### src/rtl/stagger_trig_pkg.sv
package stagger_trig_pkg;

    typedef enum logic {
        ST_IDLE = 1'b0,
        ST_SLOT = 1'b1
    } seq_state_t;

endpackage

### src/rtl/thr_regfile.sv
module thr_regfile #(
    parameter int N_CHAN   = 4,
    parameter int SAMPLE_W = 10,
    localparam int AW      = (N_CHAN > 1) ? $clog2(N_CHAN) : 1
) (
    input  logic                       clk,
    input  logic                       rst_n,
    input  logic                       we,
    input  logic [AW-1:0]              addr,
    input  logic [SAMPLE_W-1:0]        wdata,
    output logic [SAMPLE_W-1:0]        rdata,
    output logic [N_CHAN*SAMPLE_W-1:0] thr_flat
);

    logic [SAMPLE_W-1:0] thr_q [N_CHAN];

    for (genvar c = 0; c < N_CHAN; c++) begin : g_reg
        always_ff @(posedge clk) begin
            if (!rst_n) begin
                thr_q[c] <= '1;
            end else if (we && (addr == AW'(c))) begin
                thr_q[c] <= wdata;
            end
        end
        assign thr_flat[c*SAMPLE_W +: SAMPLE_W] = thr_q[c];
    end

    always_comb begin
        rdata = '0;
        for (int c = 0; c < N_CHAN; c++) begin
            if (addr == AW'(c)) begin
                rdata = thr_q[c];
            end
        end
    end

endmodule

### src/rtl/chan_compare.sv
module chan_compare #(
    parameter int N_CHAN   = 4,
    parameter int SAMPLE_W = 10
) (
    input  logic [N_CHAN*SAMPLE_W-1:0] sample_flat,
    input  logic [N_CHAN*SAMPLE_W-1:0] thr_flat,
    output logic [N_CHAN-1:0]          hit
);

    for (genvar c = 0; c < N_CHAN; c++) begin : g_cmp
        assign hit[c] = sample_flat[c*SAMPLE_W +: SAMPLE_W] > thr_flat[c*SAMPLE_W +: SAMPLE_W];
    end

endmodule

### src/rtl/slot_sequencer.sv
module slot_sequencer
    import stagger_trig_pkg::*;
#(
    parameter int N_CHAN = 4,
    localparam int SW    = (N_CHAN > 1) ? $clog2(N_CHAN) : 1,
    localparam logic [SW-1:0] LAST = SW'(N_CHAN - 1)
) (
    input  logic              clk,
    input  logic              rst_n,
    input  logic              strobe,
    input  logic [N_CHAN-1:0] hit_in,
    output logic              trig,
    output logic              busy
);

    seq_state_t        state_q, state_d;
    logic [SW-1:0]     slot_q, slot_d;
    logic [N_CHAN-1:0] hits_q, hits_d;

    // state register
    always_ff @(posedge clk) begin
        if (!rst_n) begin
            state_q <= ST_IDLE;
            slot_q  <= '0;
            hits_q  <= '0;
        end else begin
            state_q <= state_d;
            slot_q  <= slot_d;
            hits_q  <= hits_d;
        end
    end

    // transitions: WAIT, ACCEPT, ADVANCE, FINISH
    always_comb begin
        state_d = state_q;
        slot_d  = slot_q;
        hits_d  = hits_q;
        unique case (state_q)
            ST_IDLE: begin
                if (strobe) begin
                    state_d = ST_SLOT;
                    slot_d  = '0;
                    hits_d  = hit_in;
                end
            end
            ST_SLOT: begin
                if (slot_q == LAST) begin
                    state_d = ST_IDLE;
                    slot_d  = '0;
                end else begin
                    slot_d  = slot_q + 1'b1;
                end
            end
            default: state_d = ST_IDLE;
        endcase
    end

    // outputs
    always_comb begin
        busy = (state_q == ST_SLOT);
        trig = busy && hits_q[slot_q];
    end

endmodule

### src/rtl/stagger_trig.sv
module stagger_trig #(
    parameter int N_CHAN   = 4,
    parameter int SAMPLE_W = 10,
    localparam int AW      = (N_CHAN > 1) ? $clog2(N_CHAN) : 1
) (
    input  logic                       clk,
    input  logic                       rst_n,
    input  logic [N_CHAN*SAMPLE_W-1:0] sample_i,
    input  logic                       strobe_i,
    input  logic                       reg_we_i,
    input  logic [AW-1:0]              reg_addr_i,
    input  logic [SAMPLE_W-1:0]        reg_wdata_i,
    output logic [SAMPLE_W-1:0]        reg_rdata_o,
    output logic                       trig_o
);

    logic [N_CHAN*SAMPLE_W-1:0] thr_flat;
    logic [N_CHAN-1:0]          hit_vec;
    logic                       seq_busy;

    thr_regfile #(.N_CHAN(N_CHAN), .SAMPLE_W(SAMPLE_W)) regs_i (
        .clk      (clk),
        .rst_n    (rst_n),
        .we       (reg_we_i),
        .addr     (reg_addr_i),
        .wdata    (reg_wdata_i),
        .rdata    (reg_rdata_o),
        .thr_flat (thr_flat)
    );

    chan_compare #(.N_CHAN(N_CHAN), .SAMPLE_W(SAMPLE_W)) cmp_i (
        .sample_flat (sample_i),
        .thr_flat    (thr_flat),
        .hit         (hit_vec)
    );

    slot_sequencer #(.N_CHAN(N_CHAN)) seq_i (
        .clk    (clk),
        .rst_n  (rst_n),
        .strobe (strobe_i),
        .hit_in (hit_vec),
        .trig   (trig_o),
        .busy   (seq_busy)
    );

endmodule

### config.mk
export PLATFORM = sky130hd
export DESIGN_NAME = stagger_trig
export DESIGN_NICKNAME = d
export VERILOG_FILES = /design/src/rtl/stagger_trig_pkg.sv /design/src/rtl/thr_regfile.sv /design/src/rtl/chan_compare.sv /design/src/rtl/slot_sequencer.sv /design/src/rtl/stagger_trig.sv
export SDC_FILE = /design/constraint.sdc
export NUM_CORES = 1
export LEC_CHECK = 0
export BUFFER_PORTS_ARGS = -buffer_cell sky130_fd_sc_hd__buf_4
export CAP_MARGIN = 20
export CORE_MARGIN = 2
export CORE_UTILIZATION = 55
export DETAILED_ROUTE_END_ITERATION = 7
export HOLD_SLACK_MARGIN = 0.06
export PLACE_DENSITY = 0.82
export SKIP_CTS_REPAIR_TIMING = 1
export SLEW_MARGIN = 20
export SYNTH_ARGS = -nofsm -noshare
export SYNTH_HDL_FRONTEND = slang
export SYNTH_SLANG_ARGS = --single-unit
### constraint.sdc
create_clock -name clk -period 2.4 [get_ports clk]
set_input_delay 0.24 -clock clk [delete_from_list [all_inputs] [get_ports clk]]
set_output_delay 0.24 -clock clk [all_outputs]
set_load 0.01 [all_outputs]
==> flow_metrics.env, run 1 <==
export IMPL_fmax_ghz=0.570
export IMPL_finish_net_count=446
export IMPL_syn_avg_cell_area_um2=11.2
export IMPL_ys_seq_area_frac=0.423
export IMPL_finClkSkew_ns=0.00649
export IMPL_cts_root_buf="clkbuf_8"
export IMPL_place_ws_ns=0.742
export IMPL_postRouteWirelength_um=7490
export IMPL_rr_endpoint="seq_i.hits_q[2]$_SDFFE_PN0P_"
export IMPL_netlist_area_um2=3170
export IMPL_drt_iter0_drc=148
export IMPL_clock_sinks=47
export IMPL_grt_ovfl_total=0
export IMPL_cap_violations=0
export IMPL_rr_worst_depth=6
export IMPL_h_tree_depth=2
export IMPL_syn_nets=379
export IMPL_hold_violations=0
export IMPL_gp_congestion=0.903
export IMPL_die_h_um=79.9
export IMPL_fp_dieW_um=79.9
export IMPL_leakage_nw=1.70
export IMPL_r2r_start="regs_i.thr_q[2][7]$_SDFFCE_PN1P_"
export IMPL_critPathRequiredTime_ns=2.16
export IMPL_final_cell_mix="buf_4, ha_1, inv_1, edfxtp_1"
export IMPL_start_util=0.572
export IMPL_ios=67
export IMPL_synth_top_cells_by_area="edfxtp_1, ha_1, mux4_2, inv_1, dfxtp_1"
export IMPL_syn_inst=282
export IMPL_grt_total_usage=0.248
export IMPL_coreArea_um2=5540
export IMPL_finalCritPeriodShare=0.730
export IMPL_whs_ns=0.215
export IMPL_holdCritPathClass="input port to flip-flop"
export IMPL_ir_worst_vdd_v=0.000398
export IMPL_run_status="finished, final reports clean"
export IMPL_synth_flop_cell="edfxtp_1"
export IMPL_layout_min_cycle_time_ns=1.75
export IMPL_slowest_stage="mux4_2"
export IMPL_layout_cells_non_filler=422
export IMPL_slew_limit_headroom=0.639
export IMPL_crit_end="trig_o"
export IMPL_yosysTopAreaCellShare=0.379
export IMPL_crit_path_start="seq_i.slot_q[0]$_SDFFE_PN0P_"
export IMPL_tightest_slew_ns=0.541
export IMPL_clk_latency_ns=0.30
export IMPL_finalSetupTns_ns=0
export IMPL_cp_end_kind="output port"
export IMPL_viasPerCell=5.62
export IMPL_drive_gt1_frac=0.309
export IMPL_arrival_ns=1.51
export IMPL_synth_seq_cells=47
export IMPL_io_buffers=66
export IMPL_postRouteAntennaNets=0
export IMPL_reg2reg_slack_ns=0.71
export IMPL_worst_path_max_fanout=4
export IMPL_first_pass_iters=4
export IMPL_rsz0062_at_grt="no"
export IMPL_grt_pass1_wl_um=11800
export IMPL_antenna_found_initial=0
export IMPL_setup_viol=0
export IMPL_hpwl_um=5960
export IMPL_grt_pass1_vias=2431
export IMPL_synth_top_area_cell="edfxtp_1"
export IMPL_clkTransAtPathRegs_ns=0.09
export IMPL_final_common_cell="buf_4"
export IMPL_crit_path_start_kind="flip-flop"
export IMPL_die_area_um2=6390
export IMPL_placed_cells=414
export IMPL_synth_cell_type_count=34
export IMPL_cts_buffers=5
export IMPL_wire_per_inst_um=17.8
export IMPL_worstPathCellList="mux4_2, and2_1, buf_4"
export IMPL_path_class="flip-flop to output port"
export IMPL_placementRows=27
export IMPL_drv_slew=0
export IMPL_syn_to_final_growth_pct=21.0
export IMPL_synth_edf_count=40
export IMPL_fin_ws_ns=0.647
export IMPL_whs_path_depth=2
export IMPL_grt_start_max_net_pins=17
export IMPL_cp_slowest_stage_delay_ns=0.50
export IMPL_diodes=0
export IMPL_yosys_warnings=0
export IMPL_ys_async_sr_fraction=0
export IMPL_drcViolationCount=0
export IMPL_powerDensity_nw_per_um2=549
export IMPL_cts_tree="built"
export IMPL_cts_max_path_buffers=2
export IMPL_num_vias=2370
per-layer routing:
metal / global-route usage / routed length, µm
met1: 0.319 / 3030
met2: 0.416 / 3700
met3: 0.0577 / 658
met4: 0.0746 / 101
met5: 0 / 0
through the flow:
step                instance area, µm²   util  power [mW]
global route                      3830  0.692        2.20
global placement                  3700  0.667        1.40
finish                            3830  0.692        2.10
CTS                               3830  0.692        2.11
detailed placement                3700  0.667        1.43
floorplan                         3170      -        1.23
flip-flops by register name, summed over array words and instances (netlist names):
signal / cells
regs_i.thr_q: 40
seq_i.busy: 1
seq_i.slot_q: 2
seq_i.hits_q: 4
Yosys cell counts (2+ instances only):
cell type and n:
nor3_1 4, a211oi_1 8, mux4_1 4, ha_1 41, or2_1 11, nor2b_1 6, o21ai_0 13, buf_6 2
nand2b_1 14, dfxtp_1 7, edfxtp_1 40, a32oi_1 4, inv_1 40, a31o_1 4, nand2_1 19, nand4_1 5
mux4_2 7, nand3_2 2, buf_2 2, nor2_1 8, a21oi_1 10, or2_2 19
report_power, final:
group | switching [mW] | internal, mW
Sequential | 0.0417 | 0.947
Clock | 0.279 | 0.415
Combinational | 0.207 | 0.215
Total | 0.527 | 1.58
logic make-up (layout without fill, tap and decap cells):
family | count (synthesis) | in the layout | synth area share
simple gates | 95 | 95 | 0.180
buf+inv | 48 | 116 | 0.0691
flops | 47 | 47 | 0.423
fa+ha+maj | 41 | 41 | 0.162
compound gates | 40 | 40 | 0.0833
mux | 11 | 11 | 0.0829
final cells by class:
class / instances / area (µm²)
fillers: 420 / 1710
inverters: 41 / 154
repair buffers: 67 / 503
multi-input cells: 187 / 1610
flip-flops and latches: 47 / 1340
well taps: 72 / 90.1
clock buffers: 5 / 68.8
clock inverters: 3 / 67.6
worst min-delay path by stage:
stage	start	endpoint
floorplan	strobe_i	seq_i.busy$_SDFF_PN0_
global placement	seq_i.hits_q[3]$_SDFFE_PN0P_	seq_i.hits_q[3]$_SDFFE_PN0P_
detailed placement	seq_i.hits_q[3]$_SDFFE_PN0P_	seq_i.hits_q[3]$_SDFFE_PN0P_
CTS	reg_wdata_i[2]	regs_i.thr_q[2][2]$_SDFFCE_PN1P_
global route	reg_wdata_i[2]	regs_i.thr_q[3][2]$_SDFFCE_PN1P_
finish	reg_wdata_i[2]	regs_i.thr_q[2][2]$_SDFFCE_PN1P_
critical path: cells and delay by family (launching register included):
kind	cells	cell delay [ns]
multiplexers	1	0.50
flip-flops	1	0.41
buffers and inverters	1	0.13
AND/OR/NAND/NOR	1	0.16
Power figures use the tool's default switching activity.
==> run 2, diff against run 1 <==
ABC_AREA = 1   (was default)
CORE_UTILIZATION = 50   (was 55)
PLACE_DENSITY = 0.79   (was 0.82)
clock period = 1.47 ns   (was 2.4 ns; I/O delays follow)
==> flow_metrics.env, run 2 <==
export IMPL_ys_seq_area_frac=0.424
export IMPL_arrival_ns=1.29
export IMPL_io_buffers=66
export IMPL_yosysTopAreaCellShare=0.380
export IMPL_yosys_warnings=0
export IMPL_fmax_ghz=0.695
export IMPL_synth_top_area_cell="edfxtp_1"
export IMPL_hold_violations=0
export IMPL_syn_nets=486
export IMPL_cts_root_buf="clkbuf_8"
export IMPL_holdCritPathClass="input port to flip-flop"
export IMPL_die_h_um=83.5
export IMPL_drive_gt1_frac=0.266
export IMPL_cts_tree="built"
export IMPL_finalCritPeriodShare=0.979
export IMPL_worst_path_max_fanout=2
export IMPL_placed_cells=534
export IMPL_synth_top_family_by_area="simple AND/OR/NAND/NOR gates"
export IMPL_finish_net_count=563
export IMPL_gp_congestion=0.864
export IMPL_placementRows=28
export IMPL_synth_most_common_cell="nand2_1"
export IMPL_use_met3=0.0366
export IMPL_ys_async_sr_fraction=0
export IMPL_cts_buffers=5
export IMPL_rsz0062_at_grt="yes"
export IMPL_synthTopCellsByCount="nand2_1, inv_1, ha_1"
export IMPL_multi_input_area_um2=1550
export IMPL_synthMuxAreaShare=0
export IMPL_grt_pass1_wl_um=12000
export IMPL_cap_violations=0
export IMPL_h_tree_depth=2
export IMPL_coreArea_um2=6030
export IMPL_first_pass_iters=6
export IMPL_layout_cells_non_filler=541
export IMPL_run_status="finished, final reports clean"
export IMPL_hold_path_end="seq_i.slot_q[0]$_SDFFE_PN0P_"
export IMPL_grt_total_usage=0.218
export IMPL_netlist_area_um2=3160
export IMPL_postRouteAntennaNets=0
export IMPL_drcViolationCount=0
export IMPL_final_cell_mix="nand2_1, inv_1, buf_4"
export IMPL_yosys_area_share_adder=0.162
export IMPL_start_util=0.525
export IMPL_hpwl_um=6150
export IMPL_syn_to_final_growth_pct=25.1
export IMPL_clkTransAtPathRegs_ns=0.08
export IMPL_num_vias=2785
export IMPL_tightest_slew_ns=0.444
export IMPL_synth_seq_cells=47
export IMPL_layout_min_cycle_time_ns=1.44
export IMPL_drv_slew=0
export IMPL_r2r_start="regs_i.thr_q[2][6]$_SDFFCE_PN1P_"
export IMPL_clock_sinks=47
export IMPL_reg2reg_slack_ns=0.06
export IMPL_setup_viol=0
export IMPL_final_common_cell="nand2_1"
export IMPL_regArea_um2=1340
export IMPL_synth_edf_count=40
export IMPL_crit_path_start_kind="flip-flop"
export IMPL_fp_dieW_um=83.5
export IMPL_synth_compound_area_frac=0.0882
export IMPL_leakage_nw=2.00
export IMPL_cts_max_path_buffers=2
export IMPL_antenna_found_initial=0
export IMPL_ios=67
export IMPL_fillCellCount=520
export IMPL_cp_end_kind="output port"
export IMPL_postRouteWirelength_um=7630
export IMPL_syn_avg_cell_area_um2=8.13
export IMPL_diodes=0
export IMPL_clk_latency_ns=0.29
export IMPL_top_usage_layer="met2"
export IMPL_powerDensity_nw_per_um2=800
export IMPL_whs_path_depth=3
export IMPL_yosys_area_share_simple=0.211
export IMPL_rr_endpoint="seq_i.hits_q[2]$_SDFFE_PN0P_"
export IMPL_final_core_util=0.656
export IMPL_use_met2=0.405
export IMPL_worstHoldStart="rst_n"
export IMPL_largest_reg_flops=40
export IMPL_grt_ovfl_total=0
export IMPL_wire_per_inst_um=14.1
export IMPL_drt_iter0_drc=119
export IMPL_gr_usage_met1=0.253
export IMPL_grt_start_max_net_pins=15
export IMPL_ir_worst_vdd_v=0.000842
export IMPL_grt_pass1_vias=2726
export IMPL_synth_top_cells_by_area="edfxtp_1, ha_1, nand2_1, inv_1, dfxtp_1"
export IMPL_rr_worst_depth=9
export IMPL_synth_xor_area_frac=0
export IMPL_path_class="flip-flop to output port"
export IMPL_syn_inst=389
export IMPL_largestRegisters="regs_i.thr_q x40, seq_i.hits_q x4, seq_i.slot_q x2"
export IMPL_synth_cell_type_count=22
export IMPL_critPathRequiredTime_ns=1.32
export IMPL_finClkSkew_ns=0.00864
export IMPL_viasPerCell=5.15
export IMPL_slew_limit_headroom=0.703
export IMPL_synth_flop_cell="edfxtp_1"
export IMPL_regMostFlops="regs_i.thr_q"
export IMPL_die_area_um2=6980
## run 2: cells by family after synthesis
group | count (synthesis)
AOI/OAI and AO/OA | 53
adders and majority gates | 41
buffers and inverters | 93
DFF | 47
and+or+nand+nor | 155
## run 2: area by class of cell
type | instances | share of cell area
clock inverter | 2 | 0.00348
clock buffer | 5 | 0.0174
timing repair buffer | 73 | 0.139
inverter | 90 | 0.0854
sequential | 47 | 0.339
tap | 75 | 0.0237
multi-input combinational | 249 | 0.392
## run 2: through the flow
| stage | setup TNS (ns) | hold slack (ns) | instance area, µm² | total power [mW] | worst slack [ns] |
|---|---|---|---|---|---|
| floorplan | 0 | 0.285 | 3160 | 2.06 | 0.164 |
| global placement | 0 | 0.434 | 3780 | 2.36 | 0.130 |
| detailed placement | 0 | 0.452 | 3780 | 2.39 | 0.0750 |
| CTS | 0 | 0.137 | 3860 | 3.12 | 0.0167 |
| global route | -0.0766 | 0.152 | 3960 | 3.33 | -0.0420 |
| finish | 0 | 0.146 | 3960 | 3.16 | 0.0306 |
## run 2: how the worst max path moves through the flow
stage	start	end	slack (ns)	cells after the start
after floorplan	reg_addr_i[0]	regs_i.thr_q[3][0]$_SDFFCE_PN1P_	0.16	3
after global placement	regs_i.thr_q[2][9]$_SDFFCE_PN1P_	seq_i.hits_q[2]$_SDFFE_PN0P_	0.13	9
after detailed placement	regs_i.thr_q[2][9]$_SDFFCE_PN1P_	seq_i.hits_q[2]$_SDFFE_PN0P_	0.08	9
after CTS	regs_i.thr_q[1][5]$_SDFFCE_PN1P_	reg_rdata_o[5]	0.02	5
after global routing	regs_i.thr_q[2][6]$_SDFFCE_PN1P_	seq_i.hits_q[2]$_SDFFE_PN0P_	-0.04	9
final	regs_i.thr_q[1][1]$_SDFFCE_PN1P_	reg_rdata_o[1]	0.03	5
## run 2: where the power goes
part           switching (mW)  internal, mW  leakage, nW
Clock                   0.420         0.326       0.0440
Combinational           0.460         0.360         1.50
Sequential             0.0522          1.55        0.451
## run 2: worst max-delay path: stages (launching register included)
cell      delay (ns)
edfxtp_1        0.36
inv_1           0.09
o22ai_1         0.13
a21oi_1         0.18
o21ai_1         0.10
buf_4           0.15
## run 2: layer usage
metal | up-vias | part of all wire | wire length [µm]
met1 | 1266 | 0.41 | 3140
met4 | 0 | 0.026 | 195
met5 | - | 0 | 0
li1 | 1394 | - | -
met3 | 19 | 0.056 | 426
met2 | 106 | 0.51 | 3870
==> run 3, diff against run 2 <==
CORE_UTILIZATION = 51   (was 50)
CTS_BUF_LIST = sky130_fd_sc_hd__clkbuf_4 sky130_fd_sc_hd__clkbuf_8   (was default)
PLACE_DENSITY = 0.8   (was 0.79)
==> flow_metrics.env, run 3 (synthesized netlist as in run 2, its figures left out) <==
export IMPL_slowest_stage="edfxtp_1"
export IMPL_grt_pass1_vias=2784
export IMPL_ir_worst_vdd_v=0.000657
export IMPL_hold_violations=0
export IMPL_fmax_ghz=0.689
export IMPL_worst_path_max_fanout=2
export IMPL_coreArea_um2=5960
export IMPL_finClkSkew_ns=0.0103
export IMPL_setup_viol=0
export IMPL_postRouteAntennaNets=0
export IMPL_finalPower_mw=3.23
export IMPL_wl_met1_um=3070
export IMPL_place_ws_ns=0.0706
export IMPL_first_pass_iters=5
export IMPL_cp_end_kind="output port"
export IMPL_h_tree_depth=2
export IMPL_swShare=0.298
export IMPL_critPathRequiredTime_ns=1.32
export IMPL_clk_latency_ns=0.31
export IMPL_num_vias=2849
export IMPL_fin_ws_ns=0.0182
export IMPL_rsz0062_at_grt="yes"
export IMPL_postRouteWirelength_um=7840
export IMPL_grt_total_usage=0.239
export IMPL_r2r_start="regs_i.thr_q[3][5]$_SDFFCE_PN1P_"
export IMPL_arrival_ns=1.30
export IMPL_final_cell_mix="nand2_1, buf_4, inv_1"
export IMPL_clkTransAtPathRegs_ns=0.09
export IMPL_diodes=0
export IMPL_wl_met3_um=609
export IMPL_leakage_nw=2.01
export IMPL_clock_sinks=47
export IMPL_drcViolationCount=0
export IMPL_ios=67
export IMPL_wire_per_inst_um=14.4
export IMPL_wl_met2_um=3970
export IMPL_crit_path_start_kind="flip-flop"
export IMPL_holdCritPathClass="input port to flip-flop"
export IMPL_seq_power_share=0.493
export IMPL_finish_net_count=567
export IMPL_regMostFlops="regs_i.thr_q"
export IMPL_final_common_cell="nand2_1"
export IMPL_p_int_mw=2.27
export IMPL_drive_gt1_frac=0.265
export IMPL_drv_slew=0
export IMPL_gp_congestion=0.933
export IMPL_cap_violations=0
export IMPL_syn_to_final_growth_pct=25.9
export IMPL_crit_path_start="regs_i.thr_q[1][9]$_SDFFCE_PN1P_"
export IMPL_cp_slowest_stage_delay_ns=0.35
export IMPL_dr_max_layer_used="met4"
export IMPL_run_status="finished, final reports clean"
export IMPL_fillCellCount=500
export IMPL_path_class="flip-flop to output port"
export IMPL_comb_power_share=0.261
export IMPL_grt_ovfl_total=0
export IMPL_hpwl_um=6290
export IMPL_slew_limit_headroom=0.692
export IMPL_powerDensity_nw_per_um2=812
export IMPL_worstHoldStart="strobe_i"
export IMPL_die_area_um2=6850
export IMPL_layout_min_cycle_time_ns=1.45
export IMPL_grt_start_max_net_pins=15
export IMPL_finalCritPeriodShare=0.988
export IMPL_start_util=0.531
export IMPL_worstPathCellList="inv_2, o22ai_1, a21oi_1, o21ai_1, buf_4"
export IMPL_final_area_um2=3980
export IMPL_largestRegisters="regs_i.thr_q x40, seq_i.hits_q x4, seq_i.slot_q x2"
export IMPL_antenna_found_initial=0
export IMPL_drt_iter0_drc=219
export IMPL_reg2reg_slack_ns=0.05
export IMPL_p_sw_uw=965
export IMPL_power_share_clock=0.246
export IMPL_cts_max_path_buffers=2
export IMPL_place_area_um2=3790
export IMPL_grt_pass1_wl_um=12100
export IMPL_cts_root_buf="clkbuf_8"
export IMPL_fp_dieW_um=82.7
export IMPL_placementRows=28
export IMPL_io_buffers=66
export IMPL_die_h_um=82.7
export IMPL_tightest_slew_ns=0.460
export IMPL_viasPerCell=5.22
export IMPL_largest_reg_flops=40
export IMPL_cts_buffers=5
export IMPL_cts_tree="built"
export IMPL_final_core_util=0.668
## run 3: layout make-up
type	count	area [µm²]	share of cell area
clock buffer	6	76.3	0.0192
clock inverter	2	12.5	0.00314
inverter	90	338	0.0849
multi-input combinational	249	1540	0.387
sequential	47	1340	0.337
tap	75	93.8	0.0236
timing repair buffer	77	578	0.145
## run 3: metal layers
layer  global-route usage  up-vias
li1                     -     1402
met1                0.274     1286
met2                0.428      133
met3               0.0576       28
met4               0.0934        0
met5                    0        -
## run 3: metrics by stage
stage / hold slack, ns / TNS, ns / instances
2_1_floorplan: 0.285 / 0 / 389
3_3_place_gp: 0.429 / 0 / 535
3_5_place_dp: 0.439 / 0 / 535
4_1_cts: 0.120 / 0 / 543
5_1_grt: 0.119 / -0.00613 / 546
6_report: 0.105 / 0 / 546
## run 3: worst paths after layout
path / to / cells past startpoint
setup / recovery: reg_rdata_o[9] / 5
hold / removal: seq_i.slot_q[1]$_SDFFE_PN0P_ / 4
setup reg to reg: seq_i.hits_q[3]$_SDFFE_PN0P_ / 9
hold reg to reg: seq_i.hits_q[1]$_SDFFE_PN0P_ / 2
## run 3: worst max-delay path: cells and delay by family, from the launching register on
family / cells / cell delay [ns]
compound gates: 3 / 0.44
buf+inv: 2 / 0.21
flops: 1 / 0.35
## run 3: power by group through the flow
| stage | Sequential [mW] | Clock, mW | Combinational [mW] |
|---|---|---|---|
| 3_3_place_gp | 1.62 | 0 | 0.747 |
| 6_report | 1.59 | 0.796 | 0.842 |
| 3_5_place_dp | 1.62 | 0 | 0.784 |
| 5_1_grt | 1.60 | 0.849 | 0.945 |
| 4_1_cts | 1.59 | 0.778 | 0.788 |
| 2_1_floorplan | 1.60 | 0 | 0.454 |
